### src/rtl/i2c_irq_pkg.sv
package i2c_irq_pkg;
  // one bit per interrupt reason
  typedef enum int unsigned {
    RSN_START  = 0,
    RSN_TXLOAD = 1,
    RSN_RXLOAD = 2,
    RSN_NACK   = 3,
    RSN_WAIT   = 4,
    RSN_ARB    = 5,
    RSN_MATCH  = 6,
    RSN_GCALL  = 7,
    RSN_STOP   = 8
  } reason_e;

  localparam int unsigned NUM_REASON = 9;
  typedef logic [NUM_REASON-1:0] reason_vec_t;

  typedef struct packed {
    logic master;
    logic tx_mode;
    logic tx_empty;
    logic rx_full;
  } bus_state_t;

  typedef struct packed {
    logic ack_chk_en;
    logic wait_en;
    logic arb_irq_en;
    logic fmt_sel;
    logic stop_mask;
  } irq_cfg_t;
endpackage

### src/rtl/i2c_irq_cond.sv
module i2c_irq_cond
  import i2c_irq_pkg::*;
#(
  parameter int unsigned NUM_SADDR = 2
) (
  input  bus_state_t            bus_i,
  input  irq_cfg_t              cfg_i,
  input  logic                  start_det_i,
  input  logic                  stop_det_i,
  input  logic                  tx_load_i,
  input  logic                  rx_load_i,
  input  logic                  ack_done_i,
  input  logic                  ack_bit_i,
  input  logic                  wait_ins_i,
  input  logic                  arb_lost_i,
  input  logic                  addr_frame_i,
  input  logic [NUM_SADDR-1:0]  addr_hit_i,
  input  logic                  gen_call_i,
  output reason_vec_t           reason_o,
  output logic [NUM_SADDR-1:0]  hit_set_o,
  output logic                  gcall_set_o
);
  logic slave_frame;
  logic txm, rxm, slv;

  assign txm         = bus_i.tx_mode;
  assign rxm         = ~bus_i.tx_mode;
  assign slv         = ~bus_i.master;
  assign slave_frame = slv & addr_frame_i;

  for (genvar k = 0; k < NUM_SADDR; k++) begin : g_hit
    assign hit_set_o[k] = slave_frame & addr_hit_i[k];
  end

  // general call only decoded in I2C format
  assign gcall_set_o = slave_frame & gen_call_i & ~cfg_i.fmt_sel;

  always_comb begin
    reason_o             = '0;
    reason_o[RSN_START]  = txm & start_det_i & bus_i.tx_empty;
    reason_o[RSN_TXLOAD] = txm & tx_load_i & bus_i.tx_empty;
    reason_o[RSN_RXLOAD] = rxm & rx_load_i & bus_i.rx_full;
    reason_o[RSN_NACK]   = txm & cfg_i.ack_chk_en & ack_done_i & ack_bit_i;
    reason_o[RSN_WAIT]   = bus_i.master & cfg_i.wait_en & wait_ins_i;
    reason_o[RSN_ARB]    = bus_i.master & cfg_i.arb_irq_en & arb_lost_i;
    reason_o[RSN_MATCH]  = |hit_set_o;
    reason_o[RSN_GCALL]  = gcall_set_o;
    reason_o[RSN_STOP]   = slv & stop_det_i & ~cfg_i.stop_mask;
  end
endmodule

### src/rtl/i2c_irq_sticky.sv
module i2c_irq_sticky
  import i2c_irq_pkg::*;
(
  input  logic        clk_i,
  input  logic        rst_ni,
  input  reason_vec_t reason_i,
  input  logic        wr_en_i,
  input  logic        wr_data_i,
  output logic        flag_o
);
  logic set_any, sw_clr;

  assign set_any = |reason_i;
  assign sw_clr  = wr_en_i & ~wr_data_i;

  // set has priority over clear so no event is dropped
  always_ff @(posedge clk_i or negedge rst_ni) begin
    if (!rst_ni)      flag_o <= 1'b0;
    else if (set_any) flag_o <= 1'b1;
    else if (sw_clr)  flag_o <= 1'b0;
  end
endmodule

### src/rtl/i2c_irq_addr_stat.sv
module i2c_irq_addr_stat #(
  parameter int unsigned NUM_SADDR = 2
) (
  input  logic                 clk_i,
  input  logic                 rst_ni,
  input  logic                 start_det_i,
  input  logic [NUM_SADDR-1:0] hit_set_i,
  input  logic                 gcall_set_i,
  output logic [NUM_SADDR-1:0] addr_stat_o,
  output logic                 gcall_stat_o
);
  for (genvar k = 0; k < NUM_SADDR; k++) begin : g_stat
    always_ff @(posedge clk_i or negedge rst_ni) begin
      if (!rst_ni)           addr_stat_o[k] <= 1'b0;
      else if (hit_set_i[k]) addr_stat_o[k] <= 1'b1;
      else if (start_det_i)  addr_stat_o[k] <= 1'b0;
    end
  end

  always_ff @(posedge clk_i or negedge rst_ni) begin
    if (!rst_ni)          gcall_stat_o <= 1'b0;
    else if (gcall_set_i) gcall_stat_o <= 1'b1;
    else if (start_det_i) gcall_stat_o <= 1'b0;
  end
endmodule

### src/rtl/i2c_irq_flag_ctrl.sv
module i2c_irq_flag_ctrl
  import i2c_irq_pkg::*;
#(
  parameter int unsigned NUM_SADDR = 2
) (
  input  logic                 clk_i,
  input  logic                 rst_ni,
  input  logic                 master_i,
  input  logic                 tx_mode_i,
  input  logic                 tx_empty_i,
  input  logic                 rx_full_i,
  input  logic                 ack_chk_en_i,
  input  logic                 wait_en_i,
  input  logic                 arb_irq_en_i,
  input  logic                 fmt_sel_i,
  input  logic                 stop_mask_i,
  input  logic                 irq_en_i,
  input  logic                 start_det_i,
  input  logic                 stop_det_i,
  input  logic                 tx_load_i,
  input  logic                 rx_load_i,
  input  logic                 ack_done_i,
  input  logic                 ack_bit_i,
  input  logic                 wait_ins_i,
  input  logic                 arb_lost_i,
  input  logic                 addr_frame_i,
  input  logic [NUM_SADDR-1:0] addr_hit_i,
  input  logic                 gen_call_i,
  input  logic                 wr_en_i,
  input  logic                 wr_data_i,
  output logic                 flag_o,
  output logic                 irq_o,
  output logic [NUM_SADDR-1:0] addr_stat_o,
  output logic                 gcall_stat_o
);
  bus_state_t           bus;
  irq_cfg_t             cfg;
  reason_vec_t          reason;
  logic [NUM_SADDR-1:0] hit_set;
  logic                 gcall_set;

  assign bus = '{master: master_i, tx_mode: tx_mode_i,
                 tx_empty: tx_empty_i, rx_full: rx_full_i};
  assign cfg = '{ack_chk_en: ack_chk_en_i, wait_en: wait_en_i,
                 arb_irq_en: arb_irq_en_i, fmt_sel: fmt_sel_i,
                 stop_mask: stop_mask_i};

  i2c_irq_cond #(.NUM_SADDR(NUM_SADDR)) u_cond (
    .bus_i        (bus),
    .cfg_i        (cfg),
    .start_det_i  (start_det_i),
    .stop_det_i   (stop_det_i),
    .tx_load_i    (tx_load_i),
    .rx_load_i    (rx_load_i),
    .ack_done_i   (ack_done_i),
    .ack_bit_i    (ack_bit_i),
    .wait_ins_i   (wait_ins_i),
    .arb_lost_i   (arb_lost_i),
    .addr_frame_i (addr_frame_i),
    .addr_hit_i   (addr_hit_i),
    .gen_call_i   (gen_call_i),
    .reason_o     (reason),
    .hit_set_o    (hit_set),
    .gcall_set_o  (gcall_set)
  );

  i2c_irq_sticky u_flag (
    .clk_i     (clk_i),
    .rst_ni    (rst_ni),
    .reason_i  (reason),
    .wr_en_i   (wr_en_i),
    .wr_data_i (wr_data_i),
    .flag_o    (flag_o)
  );

  i2c_irq_addr_stat #(.NUM_SADDR(NUM_SADDR)) u_stat (
    .clk_i        (clk_i),
    .rst_ni       (rst_ni),
    .start_det_i  (start_det_i),
    .hit_set_i    (hit_set),
    .gcall_set_i  (gcall_set),
    .addr_stat_o  (addr_stat_o),
    .gcall_stat_o (gcall_stat_o)
  );

  assign irq_o = flag_o & irq_en_i;
endmodule

### config.mk
export PLATFORM = sky130hd
export DESIGN_NAME = i2c_irq_flag_ctrl
export DESIGN_NICKNAME = d
export VERILOG_FILES = /design/src/rtl/i2c_irq_pkg.sv /design/src/rtl/i2c_irq_cond.sv /design/src/rtl/i2c_irq_sticky.sv /design/src/rtl/i2c_irq_addr_stat.sv /design/src/rtl/i2c_irq_flag_ctrl.sv
export SDC_FILE = /design/constraint.sdc
export NUM_CORES = 1
export LEC_CHECK = 0
export ABC_AREA = 1
export BUFFER_PORTS_ARGS = -buffer_cell sky130_fd_sc_hd__clkbuf_2
export CAP_MARGIN = 20
export CORE_AREA = 2 2 39 41
export CTS_CLUSTER_DIAMETER = 80
export DETAILED_ROUTE_END_ITERATION = 8
export DIE_AREA = 0 0 41 43
export PLACE_DENSITY_LB_ADDON = 0.12
export SETUP_SLACK_MARGIN = 0.3
export SLEW_MARGIN = 10
export SYNTH_ARGS = -nofsm -noshare
export SYNTH_HDL_FRONTEND = slang
export SYNTH_HIERARCHICAL = 1
export SYNTH_SLANG_ARGS = --single-unit
### constraint.sdc
create_clock -name clk_i -period 0.8 [get_ports clk_i]
set_input_delay 0.04 -clock clk_i [delete_from_list [all_inputs] [get_ports clk_i]]
set_output_delay 0.04 -clock clk_i [all_outputs]
set_load 0.03 [all_outputs]
Yosys cells after proc, flatten, opt, wreduce, memory -nomap -nowiden. Index checks and enable logic that the tools add are counted.

Register bits after elaboration: 4. Bits of input ports: 26. Output and inout port bits: 5. Logic and storage cells: 42.

Mux-type cells: 6. Bitwise gates (word level): 27. Reduce and logical (&&, ||, !) cells: 5.

Operators by type and width (count): $and 1x1->1 (22); $reduce_or 10->1 (1); $reduce_bool 2->1 (4); $mux 1 (6); $not 1->1 (5).

Longest topological paths before layout.
Word-level depth: 6. Depth in mapped cells: 8. Mapped depth without buffers: 7.

Cells and area by module. Netlist, hierarchy kept.

By module, submodules not included: i2c_irq_addr_stat (times used 1, cells each 13, area each 112.6 um^2, seq. area each 75.1 um^2); i2c_irq_cond (times used 1, cells each 26, area each 107.6 um^2, seq. area each 0.0 um^2); i2c_irq_sticky (times used 1, cells each 14, area each 77.6 um^2, seq. area each 25.0 um^2); i2c_irq_flag_ctrl (times used 1, cells each 2, area each 7.5 um^2, seq. area each 0.0 um^2).

Worst setup path before layout. Ideal clock, no wire load.

Path kind: flip-flop to flip-flop. From: register u_flag/flag_o (netlist name). To: register u_flag.flag_o. Setup time: 119 ps. Data arrival time: 714 ps. Required time: 681 ps. Setup slack: -32 ps. Stages on the path, launching flop included: 5. Path buffers: 0. Clock period less this slack: 832 ps. Cell sequence: dfrtp_1 > inv_1 > a21oi_1 > nor2_1 > nand2_1.

RTL lines: to (signal assigned) (line i2c_irq_sticky.sv:18) `if (!rst_ni) flag_o <= 1'b0;`; to (signal assigned) (line i2c_irq_sticky.sv:19) `else if (set_any) flag_o <= 1'b1;`; to (signal assigned) (line i2c_irq_sticky.sv:20) `else if (sw_clr) flag_o <= 1'b0;`; to (decl) (line i2c_irq_sticky.sv:9) `output logic flag_o`.

Worst setup path after layout.
From: register u_flag.flag_o. To: output irq_o.

Longest elaborated chain between the ends: 1.

Ends and longest elaborated chain: $and 1x1->1 (line i2c_irq_flag_ctrl.sv:86) `assign irq_o = flag_o & irq_en_i;`; to (decl) (line i2c_irq_flag_ctrl.sv:32) `output logic irq_o,`.

No other way between the ends.

==> out/summary.log <==
INFO  global_routing globalRouteTotalUtil=0.0927
INFO  detailed_routing vias_per_cell=3.83
INFO  logic_synthesis yosys.area_share.adder=0
INFO  floorplanning  floorplan.core_area=1380um^2
INFO  status         run_status=complete, but fails checks
INFO  finish         design_area_final=574um^2
INFO  logic_synthesis synth_compound_gate_area_share=0.0164
INFO  timing         relative_max_transition_margin=0.914
INFO  floorplanning  pin_count=31
INFO  detailed_routing drcViolationCount=0
INFO  power          power.sequential.fraction=0.328
INFO  detailed_routing dr_total_vias=406
INFO  logic_synthesis synthesis.nets=81
INFO  finish         final_layout_size_suffix_gt1_frac=0.522
INFO  global_routing grt_antenna_before_repair=0
INFO  timing         final.min_clock_period=0.898ns
INFO  finish         utilization=0.415
INFO  finish         leading_cell_type_in_the_layout_fill_and_taps_excluded=clkbuf_2
INFO  clocking       cts.reportedPaths.clkPinSlew=0.04ns
INFO  logic_synthesis synth_top_family_by_area=simple AND/OR/NAND/NOR gates
INFO  power          total_switching_power=0.000199W
INFO  logic_synthesis postSynthRegisterBits=4
INFO  timing         hold-worst-slack=0.0808ns
INFO  finish         finalNetCount=118
INFO  logic_synthesis ys_seq_area_frac=0.328
INFO  status         violations=negative setup slack
INFO  floorplanning  std_cell_rows=14
INFO  logic_synthesis ys_warn_count=6
INFO  detailed_routing drt_pass1_iterations=4
INFO  global_routing grt_max_degree=6
INFO  timing         rsz_0062_raised_after_global_routing=yes
INFO  timing         fmax=1110MHz
INFO  power          p_clk_frac=0.339
INFO  job            timing.max_cap.violations=0
INFO  floorplanning  die_height=43um
INFO  worst_setup_path cp-start-kind=register
INFO  finish         most-common-layout-cells=25 x clkbuf_2, 16 x nand2_1, 12 x nor2_1
INFO  timing         final_critical_path_setup_slack=-0.0979ns
INFO  finish         diodes=0
INFO  worst_setup_path crit_path_max_fanout=3
INFO  logic_synthesis multiplexer_area_fraction_after_synthesis=0
INFO  placed_design  final_hpwl_from_detailed_placement=628um
INFO  floorplanning  floorplan.initialDensity=0.221
INFO  power          switching_share=0.279
INFO  power          p_leak=0.369nW
INFO  clocking       cts-root-buf=clkbuf_4
INFO  worst_setup_path criticalPathCategory=register to primary output
INFO  global_routing grt.overflow.total=0
INFO  clocking       numCtsBuffers=3
INFO  floorplanning  floorplan.die_area=1760um^2
INFO  timing         fin_crit_share=1.12
INFO  detailed_routing post_drt_wl_per_cell=6.75um
INFO  clocking       clock_path_buffers=2
INFO  global_routing first_pass_grt_wire_length=1150um
INFO  worst_setup_path cp_data_arrival_time=0.86ns
INFO  detailed_routing drtIter0Drc=1
INFO  placed_design  globalplace.congestion=0.612
INFO  timing         clock-skew-final=0ns
INFO  clocking       clock-sinks=4
INFO  timing         finalSetupViolations=6
INFO  detailed_routing ant_nets=0
INFO  worst_setup_path crit_required=0.76ns
INFO  placed_design  buffer_ports.inserted=30
INFO  worst_hold_path hold_path_class=input port to register
INFO  logic_synthesis synthesized_instance_count=55
INFO  timing         tightest_slew=0.129ns
INFO  global_routing number_of_global_route_vias_before_repair=356
INFO  logic_synthesis post_synth.cell_area_avg=5.55um^2
INFO  timing         hold_viol_final=0
INFO  placed_design  detailed_place.area=473um^2
INFO  clocking       worst_skew_pair.late_latency=0.23ns
INFO  logic_synthesis post_synth_and_or_nand_nor_area_fraction=0.459
INFO  floorplanning  fp.dieW=41um
INFO  finish         fillCellCount=152
INFO  power          total_internal_power=0.000515W
INFO  logic_synthesis ys_types=10
INFO  finish         areaGrowthSynthToFinish=88.1%
INFO  detailed_routing routed_wl=715um
INFO  logic_synthesis post_synth_xor_area_fraction=0
INFO  clocking       cts_htree_levels=1
INFO  power          power_frac_comb=0.334
INFO  timing         maxSlewViolCount=0
INFO  power          power.density=1240nW/um^2
INFO  power          max-vdd-ir-drop=429uV
INFO  logic_synthesis synth_area=305um^2
INFO  worst_setup_path critPathCaptureType=primary output
INFO  clocking       cts_tree=yes
-- cell families (layout without fill, tap and decap cells) --
logic type             Yosys count  count (layout)
AO/OA/AOI/OAI                    1               1
buffers and inverters           15              50
flip-flops                       4               4
AND/OR/NAND/NOR                 35              35
-- synthesized netlist by cell type --
cell type,n,area [um^2]
nand2_1,19,71.3
inv_1,12,45.0
nor2_1,12,45.0
dfrtp_1,4,100
inv_2,2,7.51
nand3_1,2,10.0
a21oi_1,1,5.00
and3_2,1,7.51
buf_4,1,7.51
or2_0,1,6.26
-- sequential cells by signal (all words and copies together), names as in the netlist --
signal	cells
u_flag/flag_o	1
u_stat/addr_stat_o	2
u_stat/gcall_stat_o	1
-- cell type report --
cell class | instances | area, um^2 | share of cell area
well taps | 16 | 20.0 | 0.0349
clock buffers | 3 | 22.5 | 0.0392
flip-flops and latches | 4 | 105 | 0.183
multi-input cells | 36 | 153 | 0.266
inverters | 14 | 52.6 | 0.0915
repair buffers | 33 | 221 | 0.386
-- metrics by stage --
| stage | total power (W) | std cells | setup TNS, ns | setup slack [ns] |
|---|---|---|---|---|
| after global routing | 0.000765 | 106 | -0.436 | -0.134 |
| after global placement | 0.000420 | 100 | 0 | 0.0663 |
| after detailed placement | 0.000422 | 100 | 0 | 0.0592 |
| after CTS | 0.000709 | 105 | -0.358 | -0.118 |
| final | 0.000714 | 106 | -0.260 | -0.0979 |
| after floorplan | 0.000331 | 55 | 0 | 0.00180 |
-- worst paths after layout --
path / start / endpoint / slack [ns] / depth (start not counted)
max: u_flag/flag_o / irq_o / -0.1 / 3
min: start_det_i / u_stat/addr_stat_o[1] / 0.08 / 4
max reg2reg: u_flag/flag_o / u_flag/flag_o / -0.05 / 5
min reg2reg: u_stat/addr_stat_o[1] / u_stat/addr_stat_o[1] / 0.49 / 2
max in group asynchronous: rst_ni / u_flag/flag_o / 0.51 / 2
min in group asynchronous: rst_ni / u_stat/addr_stat_o[0] / 0.15 / 2
-- timing repair --
item,4_1_cts,5_1_grt
pin swaps,2,3
setup endpoints to repair,9,9
hold buffers,1,0
buffers inserted,1,1
gates resized for setup,11,7
endpoints found under the hold margin,4,0
-- worst max-delay path, stage by stage, from the launching register on --
cell     delay [ns]
dfrtp_2        0.40
nand2_2        0.07
inv_2          0.03
buf_8          0.12
-- layer usage --
layer / up-vias / routed length, um / GRT usage
li1: 225 / - / -
met1: 164 / 293 / 0.101
met2: 17 / 348 / 0.153
met3: 0 / 73 / 0.0157
met4: 0 / 0 / 0.0600
met5: - / 0 / 0
-- power by group through the flow --
stage | Clock [W] | Sequential (W) | Combinational (W)
floorplan | 0 | 0.000259 | 0.0000717
global placement | 0 | 0.000230 | 0.000190
detailed placement | 0 | 0.000231 | 0.000191
CTS | 0.000252 | 0.000230 | 0.000227
global route | 0.000260 | 0.000236 | 0.000269
finish | 0.000242 | 0.000234 | 0.000238
Note: power is estimated with default switching activity, not from simulation.
